File: src/rtl/sgdma_pkg.sv
package sgdma_pkg;
  localparam int DW        = 32;
  localparam int LEN_W     = 16;
  localparam int WCNT_W    = LEN_W - 1;
  localparam int A_VALID   = 0;
  localparam int A_LAST    = 1;
  localparam int A_IRQ     = 2;
  localparam logic [1:0] ACT_XFER = 2'b10;
  localparam logic [1:0] ACT_LINK = 2'b11;

  typedef struct packed {
    logic [31:0]      addr;
    logic [LEN_W-1:0] len;
    logic [7:0]       rsvd;
    logic [7:0]       attr;
  } desc_t;

  typedef enum logic [1:0] {K_BAD, K_XFER, K_LINK, K_SKIP} kind_t;
  typedef enum logic [2:0] {C_IDLE, C_FLO, C_FHI, C_EXEC, C_MOVE} cstate_t;
  typedef enum logic [1:0] {M_IDLE, M_WR, M_RD, M_PUSH} mstate_t;
endpackage

File: src/rtl/sgdma_desc_check.sv
module sgdma_desc_check
  import sgdma_pkg::*;
#(
  parameter int MAX_LEN = 63488
) (
  input  desc_t              d,
  output kind_t              kind,
  output logic               last,
  output logic               want_irq,
  output logic [WCNT_W-1:0]  words
);
  logic [1:0]     act;
  logic [LEN_W:0] len_up;
  logic           unused_bits;

  assign act         = d.attr[5:4];
  assign last        = d.attr[A_LAST];
  assign want_irq    = d.attr[A_IRQ];
  assign len_up      = {1'b0, d.len} + (LEN_W+1)'(3);
  assign words       = len_up[LEN_W:2];
  assign unused_bits = ^{d.rsvd, d.attr[7:6], d.attr[3]};

  always_comb begin
    if (!d.attr[A_VALID]) begin
      kind = K_BAD;
    end else if (act == ACT_LINK) begin
      kind = K_LINK;
    end else if (act == ACT_XFER) begin
      if (32'(d.len) > 32'(MAX_LEN))  kind = K_BAD;
      else if (d.len == '0)           kind = K_SKIP;
      else                            kind = K_XFER;
    end else begin
      kind = K_BAD;
    end
  end
endmodule

File: src/rtl/sgdma_mover.sv
module sgdma_mover
  import sgdma_pkg::*;
#(
  parameter int AW = 32
) (
  input  logic              clk,
  input  logic              rst_n,
  input  logic              abort,
  input  logic              go,
  input  logic              to_mem,
  input  logic [AW-1:0]     start_addr,
  input  logic [WCNT_W-1:0] words,
  output logic              fin,
  output logic              active,
  output logic              m_req,
  output logic              m_we,
  output logic [AW-1:0]     m_addr,
  output logic [DW-1:0]     m_wdata,
  input  logic              m_ready,
  input  logic [DW-1:0]     m_rdata,
  input  logic              in_valid,
  input  logic [DW-1:0]     in_data,
  output logic              in_ready,
  output logic              out_valid,
  output logic [DW-1:0]     out_data,
  input  logic              out_ready
);
  localparam logic [AW-1:0] STEP = AW'(DW / 8);

  mstate_t           st_q;
  logic [AW-1:0]     addr_q;
  logic [WCNT_W-1:0] left_q;
  logic [DW-1:0]     hold_q;
  logic              beat;

  always_comb begin
    m_req     = 1'b0;
    m_we      = 1'b0;
    m_wdata   = '0;
    in_ready  = 1'b0;
    out_valid = 1'b0;
    beat      = 1'b0;
    unique case (st_q)
      M_WR: begin
        m_req    = in_valid;
        m_we     = 1'b1;
        m_wdata  = in_data;
        in_ready = m_ready;
        beat     = in_valid && m_ready;
      end
      M_RD:   m_req = 1'b1;
      M_PUSH: begin
        out_valid = 1'b1;
        beat      = out_ready;
      end
      default: ;
    endcase
  end

  assign fin      = beat && (left_q == WCNT_W'(1));
  assign active   = (st_q != M_IDLE);
  assign m_addr   = addr_q;
  assign out_data = hold_q;

  always_ff @(posedge clk) begin
    if (!rst_n) begin
      st_q   <= M_IDLE;
      addr_q <= '0;
      left_q <= '0;
      hold_q <= '0;
    end else if (abort) begin
      st_q <= M_IDLE;
    end else begin
      unique case (st_q)
        M_IDLE: if (go) begin
          addr_q <= start_addr;
          left_q <= words;
          st_q   <= to_mem ? M_WR : M_RD;
        end
        M_WR: if (beat) begin
          addr_q <= addr_q + STEP;
          left_q <= left_q - WCNT_W'(1);
          if (fin) st_q <= M_IDLE;
        end
        M_RD: if (m_ready) begin
          hold_q <= m_rdata;
          st_q   <= M_PUSH;
        end
        M_PUSH: if (beat) begin
          addr_q <= addr_q + STEP;
          left_q <= left_q - WCNT_W'(1);
          st_q   <= fin ? M_IDLE : M_RD;
        end
        default: st_q <= M_IDLE;
      endcase
    end
  end
endmodule

File: src/rtl/sgdma_ctrl.sv
module sgdma_ctrl
  import sgdma_pkg::*;
#(
  parameter int AW      = 32,
  parameter int MAX_LEN = 63488
) (
  input  logic              clk,
  input  logic              rst_n,
  input  logic              abort,
  input  logic              start,
  input  logic [AW-1:0]     base,
  input  logic              dir_in,
  output logic              busy,
  output logic              done_p,
  output logic              err_p,
  output logic              irq_p,
  output logic              f_req,
  output logic [AW-1:0]     f_addr,
  input  logic              m_ready,
  input  logic [DW-1:0]     m_rdata,
  output logic              mv_go,
  output logic              mv_dir,
  output logic [AW-1:0]     mv_addr,
  output logic [WCNT_W-1:0] mv_words,
  input  logic              mv_fin
);
  localparam logic [AW-1:0] HI_OFS   = AW'(4);
  localparam logic [AW-1:0] DESC_OFS = AW'(8);

  cstate_t       st_q;
  logic [AW-1:0] ptr_q;
  desc_t         desc_q;
  logic          dir_q;
  kind_t         kind;
  logic          last;
  logic          want_irq;
  logic          retire;
  logic [AW-1:0] nxt_ptr;

  sgdma_desc_check #(.MAX_LEN(MAX_LEN)) u_check (
    .d        (desc_q),
    .kind     (kind),
    .last     (last),
    .want_irq (want_irq),
    .words    (mv_words)
  );

  assign busy    = (st_q != C_IDLE);
  assign f_req   = (st_q == C_FLO) || (st_q == C_FHI);
  assign f_addr  = (st_q == C_FHI) ? ptr_q + HI_OFS : ptr_q;
  assign mv_go   = (st_q == C_EXEC) && (kind == K_XFER);
  assign mv_dir  = dir_q;
  assign mv_addr = desc_q.addr[AW-1:0];
  assign retire  = ((st_q == C_EXEC) && ((kind == K_LINK) || (kind == K_SKIP))) ||
                   ((st_q == C_MOVE) && mv_fin);
  assign nxt_ptr = (kind == K_LINK) ? desc_q.addr[AW-1:0] : ptr_q + DESC_OFS;

  always_ff @(posedge clk) begin
    if (!rst_n) begin
      st_q   <= C_IDLE;
      ptr_q  <= '0;
      desc_q <= '0;
      dir_q  <= 1'b0;
      done_p <= 1'b0;
      err_p  <= 1'b0;
      irq_p  <= 1'b0;
    end else begin
      done_p <= 1'b0;
      err_p  <= 1'b0;
      irq_p  <= 1'b0;
      if (abort) begin
        st_q <= C_IDLE;
      end else begin
        unique case (st_q)
          C_IDLE: if (start) begin
            ptr_q <= base;
            dir_q <= dir_in;
            st_q  <= C_FLO;
          end
          C_FLO: if (m_ready) begin
            desc_q[31:0] <= m_rdata;
            st_q         <= C_FHI;
          end
          C_FHI: if (m_ready) begin
            desc_q[63:32] <= m_rdata;
            st_q          <= C_EXEC;
          end
          C_EXEC: begin
            if (kind == K_BAD) begin
              err_p <= 1'b1;
              st_q  <= C_IDLE;
            end else if (kind == K_XFER) begin
              st_q <= C_MOVE;
            end
          end
          default: ;
        endcase
        if (retire) begin
          irq_p <= want_irq;
          if (last) begin
            done_p <= 1'b1;
            st_q   <= C_IDLE;
          end else begin
            ptr_q <= nxt_ptr;
            st_q  <= C_FLO;
          end
        end
      end
    end
  end
endmodule

File: src/rtl/sgdma_engine.sv
module sgdma_engine
  import sgdma_pkg::*;
#(
  parameter int AW      = 32,
  parameter int MAX_LEN = 63488
) (
  input  logic          clk,
  input  logic          rst_n,
  input  logic          start,
  input  logic          dir_to_mem,
  input  logic [AW-1:0] tbl_base,
  input  logic          dline_reset,
  output logic          busy,
  output logic          xfer_done,
  output logic          dma_err,
  output logic          desc_irq,
  output logic          mem_req,
  output logic          mem_we,
  output logic [AW-1:0] mem_addr,
  output logic [31:0]   mem_wdata,
  input  logic          mem_ready,
  input  logic [31:0]   mem_rdata,
  input  logic          in_valid,
  output logic          in_ready,
  input  logic [31:0]   in_data,
  output logic          out_valid,
  input  logic          out_ready,
  output logic [31:0]   out_data
);
  logic              f_req;
  logic [AW-1:0]     f_addr;
  logic              mv_go;
  logic              mv_dir;
  logic [AW-1:0]     mv_start;
  logic [WCNT_W-1:0] mv_words;
  logic              mv_fin;
  logic              mv_active;
  logic              mv_req;
  logic              mv_we;
  logic [AW-1:0]     mv_addr;
  logic [DW-1:0]     mv_wdata;

  sgdma_ctrl #(.AW(AW), .MAX_LEN(MAX_LEN)) u_ctrl (
    .clk      (clk),
    .rst_n    (rst_n),
    .abort    (dline_reset),
    .start    (start),
    .base     (tbl_base),
    .dir_in   (dir_to_mem),
    .busy     (busy),
    .done_p   (xfer_done),
    .err_p    (dma_err),
    .irq_p    (desc_irq),
    .f_req    (f_req),
    .f_addr   (f_addr),
    .m_ready  (mem_ready),
    .m_rdata  (mem_rdata),
    .mv_go    (mv_go),
    .mv_dir   (mv_dir),
    .mv_addr  (mv_start),
    .mv_words (mv_words),
    .mv_fin   (mv_fin)
  );

  sgdma_mover #(.AW(AW)) u_mover (
    .clk        (clk),
    .rst_n      (rst_n),
    .abort      (dline_reset),
    .go         (mv_go),
    .to_mem     (mv_dir),
    .start_addr (mv_start),
    .words      (mv_words),
    .fin        (mv_fin),
    .active     (mv_active),
    .m_req      (mv_req),
    .m_we       (mv_we),
    .m_addr     (mv_addr),
    .m_wdata    (mv_wdata),
    .m_ready    (mem_ready),
    .m_rdata    (mem_rdata),
    .in_valid   (in_valid),
    .in_data    (in_data),
    .in_ready   (in_ready),
    .out_valid  (out_valid),
    .out_data   (out_data),
    .out_ready  (out_ready)
  );

  assign mem_req   = mv_active ? mv_req  : f_req;
  assign mem_we    = mv_active & mv_we;
  assign mem_addr  = mv_active ? mv_addr : f_addr;
  assign mem_wdata = mv_wdata;
endmodule

File: config.mk
export PLATFORM = sky130hd
export DESIGN_NAME = sgdma_engine
export DESIGN_NICKNAME = d
export VERILOG_FILES = /design/src/rtl/sgdma_pkg.sv /design/src/rtl/sgdma_desc_check.sv /design/src/rtl/sgdma_mover.sv /design/src/rtl/sgdma_ctrl.sv /design/src/rtl/sgdma_engine.sv
export SDC_FILE = /design/constraint.sdc
export NUM_CORES = 1
export LEC_CHECK = 0
export BUFFER_PORTS_ARGS = -buffer_cell sky130_fd_sc_hd__buf_2
export CAP_MARGIN = 0
export CORE_AREA = 2 2 192 194
export CTS_CLUSTER_DIAMETER = 80
export DETAILED_ROUTE_END_ITERATION = 10
export DIE_AREA = 0 0 194 196
export PLACE_DENSITY = 0.57
export SLEW_MARGIN = 20
export SYNTH_ARGS = -nofsm -noshare
export SYNTH_HDL_FRONTEND = slang
export SYNTH_SLANG_ARGS = --single-unit
File: constraint.sdc
create_clock -name clk -period 3.6 [get_ports clk]
set_input_delay 0.18 -clock clk [delete_from_list [all_inputs] [get_ports clk]]
set_output_delay 0.18 -clock clk [all_outputs]
set_load 0.05 [all_outputs]
==> key figures, run 1 <==
Routing
  – DRC viols: 0
  – Initial DRC Count: a little under 900
  – DRT Wirelength: 39190 um
  – M1 wire length: 18790 um
  – Met3 routed WL: 2628 um
  – Post-DRT Antenna Nets: 0
  – Total number of vias: 11144
  – Top layer reached by signal wires: met4
  – Routed vias/inst: between 5 and 6
  – Met2 WL: 17090 um
  – Routed wire length per instance: 19.23 um
  – Drt pass-1 iters: 5

Critical path
  – Critical path, cell by cell: nor3b_4 > nand2_1 > nor3_1 > nand4_1 > xor2_1 > a21oi_1 > buf_2
  – CP Max Fanout: 10
  – Largest delay contributor family on the critical path: simple AND/OR/NAND/NOR gates
  – Crit start category: flop
  – Highest-delay cell along the critical path: nor3_1
  – CP required: 3.42 ns
  – Crit end category: output port
  – Buf/Inv on CP: 1
  – Max stage delay on crit path: slightly above 0.6 ns
  – Worst setup path class: flop to output port
  – Critical path arrival: around 3.3 ns

Place
  – Final GP Congestion: approximately 0.9
  – Detailed placement HPWL: 27630 um
  – Post-DP Area: 0.01199 mm2
  – PortBufs: between 200 and 250

Synth
  – Synth area leaders: dfxtp_1 33%, nand2_1 7.9%, a21oi_1 6.2%, mux2i_1 4.4%, nor2_1 3.9%
  – Synth top cells by count: 223 x nand2_1, 173 x dfxtp_1, 132 x a21oi_1
  – Netlist Area Pre-Place: 0.01065 mm2
  – Ys async rst share: 0%
  – Top-count cell post-synth: nand2_1
  – Mapped Nets: 1523
  – Register area share after synthesis: 32.51%
  – #FFs+latches synth: 173
  – Top FF cell, synth: dfxtp_1
  – Post-Synthesis Cells: 1410
  – Mapped Avg Cell Area: 7.555 um2
  – Synth warn: 0
  – Top cell type's share of synthesized area: approximately 33%
  – Unique masters post-synth: 86
  – Post-synth EDFFs: 0
  – Biggest area consumer among synthesized cells: dfxtp_1

Floorplan
  – Top Ports: 208
  – Initial core utilization: 29.52%
  – Rows: 70
  – Die area: 0.03802 mm2
  – Core ar.: 0.03608 mm2
  – Die Span X: between 150 and 200 um
  – Vert. Die Dim: about 200 um

Pwr
  – P per Cell Area: 347.3 mW/mm2
  – Switching Share: roughly 30%
  – Sequential share of power: 45.0%
  – Leak pwr: 4.840 nW
  – Total power: 0.004446 W
  – NetSw: about 0.0013 W
  – Clk network pwr share: roughly 44%
  – Internal: 0.003131 W
  – IR Drop Worst-Case VDD: slightly above 0.4 mV
  – Logic pwr share: 11.5%

Timing
  – Final Hold Viols: 0
  – Rel. slew slack: 35.75%
  – Final Cycle Share: between 90% and 100%
  – Skew final: 0.01772 ns
  – Sum of negative setup slack: 0 ns
  – RSZ-0062 raised after global routing: no
  – Fin crit period: 3.446 ns
  – Worst slew pin tran: 0.9638 ns
  – Endpoints failing setup: 0
  – Max Clock Freq: slightly below 300 MHz
  – Slew Viols, Final: 0

CTS
  – Clock sinks: 173
  – Clk slew on worst S/H paths: 0.08 ns
  – CTS resizes: 0
  – CTS root buf: clkbuf_16
  – CTS tree: yes
  – Clock Latency Late Sink: 0.45 ns
  – Clk buf depth: 2
  – Htree depth: 4
  – CTS Buf Count: 17

Global route
  – Vias in the first global route: 10098
  – Total GRT Usage: 19.91%
  – First-pass GRT wire length: 60030 um
  – Largest net degree at the start of global routing: 83
  – GRT overflow: 0
  – Initial antenna violation count: 0

Layout
  – ANT cells: 0
  – Layout cells sized above 1: 19.81%
  – Layout net count: 1670
  – Final Instance Area: ~0.013 mm2
  – Synth-to-layout area growth: 20.17%

Job
  – Max Cap Viol: 0

Status
  – Status: complete, no violations

Worst hold path
  – Hold Path Class: primary input to flop
[kinds of logic (layout without fill, tap and decap cells)]
kind of cell	after synthesis	after routing	share of synthesized area, %
AOI/OAI and AO/OA	372	372	23.03
xor gates and xnor gates	70	70	5.755
adders and majority gates	9	9	1.057
buffers and inverters	144	304	5.767
DFF	173	173	32.51
muxes	49	49	4.628
and+or+nand+nor	593	593	27.25
[power groups by stage]
stage                     clock network, W  registers [W]  logic (W)
after floorplan                          0        0.00200   0.000347
after global placement                   0        0.00204   0.000492
after detailed placement                 0        0.00205   0.000495
after CTS                          0.00197        0.00200   0.000513
after global routing               0.00205        0.00201   0.000551
final                              0.00193        0.00200   0.000512
[flip-flops by register name, summed over array words and instances, names as in the netlist]
register / flops
u_ctrl.desc_q: 21
u_ctrl.done_p: 1
u_ctrl.err_p: 1
u_ctrl.irq_p: 1
u_ctrl.mv_addr: 32
u_ctrl.mv_dir: 1
u_ctrl.ptr_q: 32
u_ctrl.st_q: 3
u_mover.left_q: 15
u_mover.m_addr: 32
u_mover.out_data: 32
u_mover.st_q: 2
[path summary, 6_finish.rpt]
kind / from / endpoint / slack (ns) / depth (start not counted)
setup / recovery: u_ctrl.st_q[1] / mem_addr[19] / 0.15 / 7
hold / removal: mem_rdata[28] / u_ctrl.mv_addr[28] / 0.01 / 3
setup reg to reg: u_mover.st_q[1] / u_mover.m_addr[22] / 0.53 / 10
hold reg to reg: u_mover.out_data[30] / u_mover.out_data[30] / 0.46 / 2
[metrics by stage]
stage | std cells | hold WS [ns] | setup WS (ns) | utilization, %
after detailed placement | 1984 | 0.4472 | 0.3424 | 33.24
after floorplan | 1410 | 0.3160 | 0.7586 | -
after CTS | 2035 | 0.003614 | 0.2068 | 35.40
final | 2038 | 0.01259 | 0.1537 | 35.48
after global routing | 2038 | 0.01012 | 0.06255 | 35.48
after global placement | 1983 | 0.4396 | 0.4435 | 33.16
[what timing repair did]
action | 4_1_cts | 5_1_grt
endpoints found under the setup margin | 0 | 1
setup buffers | 0 | 2
hold endpoints to repair | 28 | 0
hold buffers | 19 | 0
[layout make-up]
type                            instances  area, um2
Fill cell                            3878      23280
Multi-Input combinational cell       1093       6606
Sequential cell                       173       3463
Timing Repair Buffer                  261       1513
Tap cell                              468      585.6
Clock buffer                           19      442.9
Clock inverter                         13      147.6
Inverter                               11      42.54
[layer usage]
layer	vias to the layer above	track usage (%)
li1	5366	-
met1	5294	29.19
met2	445	29.96
met3	39	3.782
met4	0	4.686
met5	-	0
[cell usage in the layout (no fill, tap or decap), drive strengths merged, types with 26 or more instances in the layout]
cell type  instances
a31oi             33
o21ai             58
nor3              38
and2              47
buf              242
nor2             114
xor2              27
or3               26
nand2            224
a21oi            132
xnor2             43
mux2i             47
dfxtp            173
o211ai            38
nand3             54
[tightest hold or removal path: cells and delay by family]
kind,cells,cell delay [ns]
and+or+nand+nor,1,0.05
AOI/OAI and AO/OA,1,0.05
buffers and inverters,1,0.12
Note: power is estimated with default switching activity, not from simulation.
==> run 2, diff against run 1 <==
- CORE_AREA: 2 2 192 194 -> 2 2 157 159
- DIE_AREA: 0 0 194 196 -> 0 0 159 161
- PLACE_DENSITY: 0.57 -> 0.76
==> key figures, run 2 (synthesis gave the netlist of run 1 again) <==
Status
  – Status: complete, no violations

Routing
  – Routed vias/inst: about 6
  – Total number of vias: 11071
  – Drt pass-1 iters: 6
  – Routed wire length per instance: 18.70 um
  – DRT Wirelength: 35140 um
  – Initial DRC Count: 1371
  – Post-DRT Antenna Nets: 0
  – DRC viols: 0

Global route
  – GRT overflow: 0
  – Total GRT Usage: 26.58%
  – Initial antenna violation count: 0
  – First-pass GRT wire length: 55210 um
  – Vias in the first global route: 10003
  – Largest net degree at the start of global routing: 83

CTS
  – Clock Latency Late Sink: ~0.44 ns
  – CTS Buf Count: 17
  – CTS root buf: clkbuf_16
  – CTS tree: yes
  – Htree depth: 4
  – Clk buf depth: 2
  – Clock sinks: 173
  – Clk slew on worst S/H paths: about 0.070 ns

Layout
  – Register area: 0.003463 mm2
  – Final Instance Area: roughly 0.012 mm2
  – Synth-to-layout area growth: 17.28%
  – # fillers: 2359
  – Most frequent cells in the layout: 222 x nand2_1, 207 x buf_2, 173 x dfxtp_1
  – Layout net count: about 1700
  – ANT cells: 0
  – Commonest non-fill, non-tap cell in the layout: nand2_1
  – Layout cells sized above 1: 19.74%
  – Area of the multi-input gates: 0.006609 mm2

Timing
  – Max Clock Freq: 296.8 MHz
  – Endpoints failing setup: 0
  – Final Cycle Share: 93.59%
  – Rel. slew slack: between 20% and 30%
  – Worst slew pin tran: 1.151 ns
  – RSZ-0062 raised after global routing: no
  – Final Hold Viols: 0
  – Sum of negative setup slack: 0 ns
  – Slew Viols, Final: 0
  – Fin crit period: 3.369 ns
  – Skew final: between 0.01 and 0.015 ns

Critical path
  – CP Max Fanout: 8
  – Critical path arrival: 3.19 ns
  – Crit start category: flop
  – Worst setup path class: flop to output port
  – Crit end category: output port
  – Reg2reg path depth: 7
  – CP required: between 3 and 4 ns

Pwr
  – P per Cell Area: between 300 and 400 mW/mm2
  – Leak pwr: between 4 and 5 nW
  – IR Drop Worst-Case VDD: 0.2805 mV
  – Total power: approximately 0.0045 W

Floorplan
  – Vert. Die Dim: 161 um
  – Core ar.: approximately 0.024 mm2
  – Initial core utilization: 44.45%
  – Die area: 0.02560 mm2
  – Die Span X: 159 um
  – Top Ports: about 210
  – Rows: 57

Place
  – PortBufs: 207
  – Post-DP Area: 0.01177 mm2
  – Detailed placement HPWL: roughly 25000 um
  – Final GP Congestion: around 0.93

Worst hold path
  – Hold Path Class: primary input to flop
  – WHS Path Cells: 3

Job
  – Max Cap Viol: 0
[run 2: cell types whose count changed in the layout (fill, tap and decap cells not counted), sizes merged]
cell | previous run | this run
clkbuf | 19 | 18
clkinv | 6 | 5
bufinv | 1 | 3
clkinvlp | 1 | 4
buf | 242 | 236
dlygate4sd3 | 19 | 10
inv | 16 | 13
[run 2: final timing paths]
path                                        endpoint  slack, ns                start
worst max-delay path                    mem_addr[25]       0.23      u_ctrl.ptr_q[3]
worst min-delay path            u_mover.out_data[16]       0.01        mem_rdata[16]
worst max register to register    u_mover.m_addr[22]       0.37    u_ctrl.desc_q[16]
worst min register to register   u_mover.out_data[9]       0.46  u_mover.out_data[9]
[run 2: timing repair]
| item | 4_1_cts | 5_1_grt |
|---|---|---|
| gates resized for setup | 0 | 0 |
| hold endpoints to repair | 15 | 0 |
| buffers inserted | 0 | 0 |
| hold buffers | 10 | 0 |
[run 2: layout make-up]
type | count | share of cell area, %
Clock buffer | 18 | 3.515
Sequential cell | 173 | 27.72
Timing Repair Buffer | 246 | 10.84
Tap cell | 324 | 3.245
Clock inverter | 14 | 1.442
Multi-Input combinational cell | 1093 | 52.90
Inverter | 11 | 0.3405
[run 2: worst max-delay path: stages (launching register included)]
cell and delay, ns:
dfxtp_1 0.48, ha_1 0.29, nand4_1 0.34, nor4_4 0.24
buf_4 0.20, nor3b_2 0.38, nand2_1 0.12, xor2_1 0.16
a21oi_1 0.25, buf_2 0.31
[run 2: per-stage QoR]
stage / std cells / hold slack (ns) / util, % / setup slack (ns)
after floorplan: 1410 / 0.3160 / - / 0.7586
after global placement: 1837 / 0.4273 / 49.12 / 0.5518
after detailed placement: 1837 / 0.4302 / 49.12 / 0.4403
after CTS: 1879 / 0.0002912 / 52.13 / 0.3092
after global routing: 1879 / 0.003748 / 52.14 / 0.05841
final: 1879 / 0.01289 / 52.14 / 0.2307
[run 2: routing by layer]
metal  part of all wire, %  GRT usage, %
met1                    45         37.66
met2                    44         41.26
met3                   9.3         6.061
met4                   1.6         6.116
met5                     0             0
[run 2: power breakdown]
part | leakage, nW | switching, W | internal (W) | total (W)
Sequential | 1.40 | 0.0000600 | 0.00194 | 0.00200
Combinational | 3.07 | 0.000314 | 0.000174 | 0.000488
Clock | 0.292 | 0.000850 | 0.00112 | 0.00197
Total | 4.77 | 0.00122 | 0.00324 | 0.00447
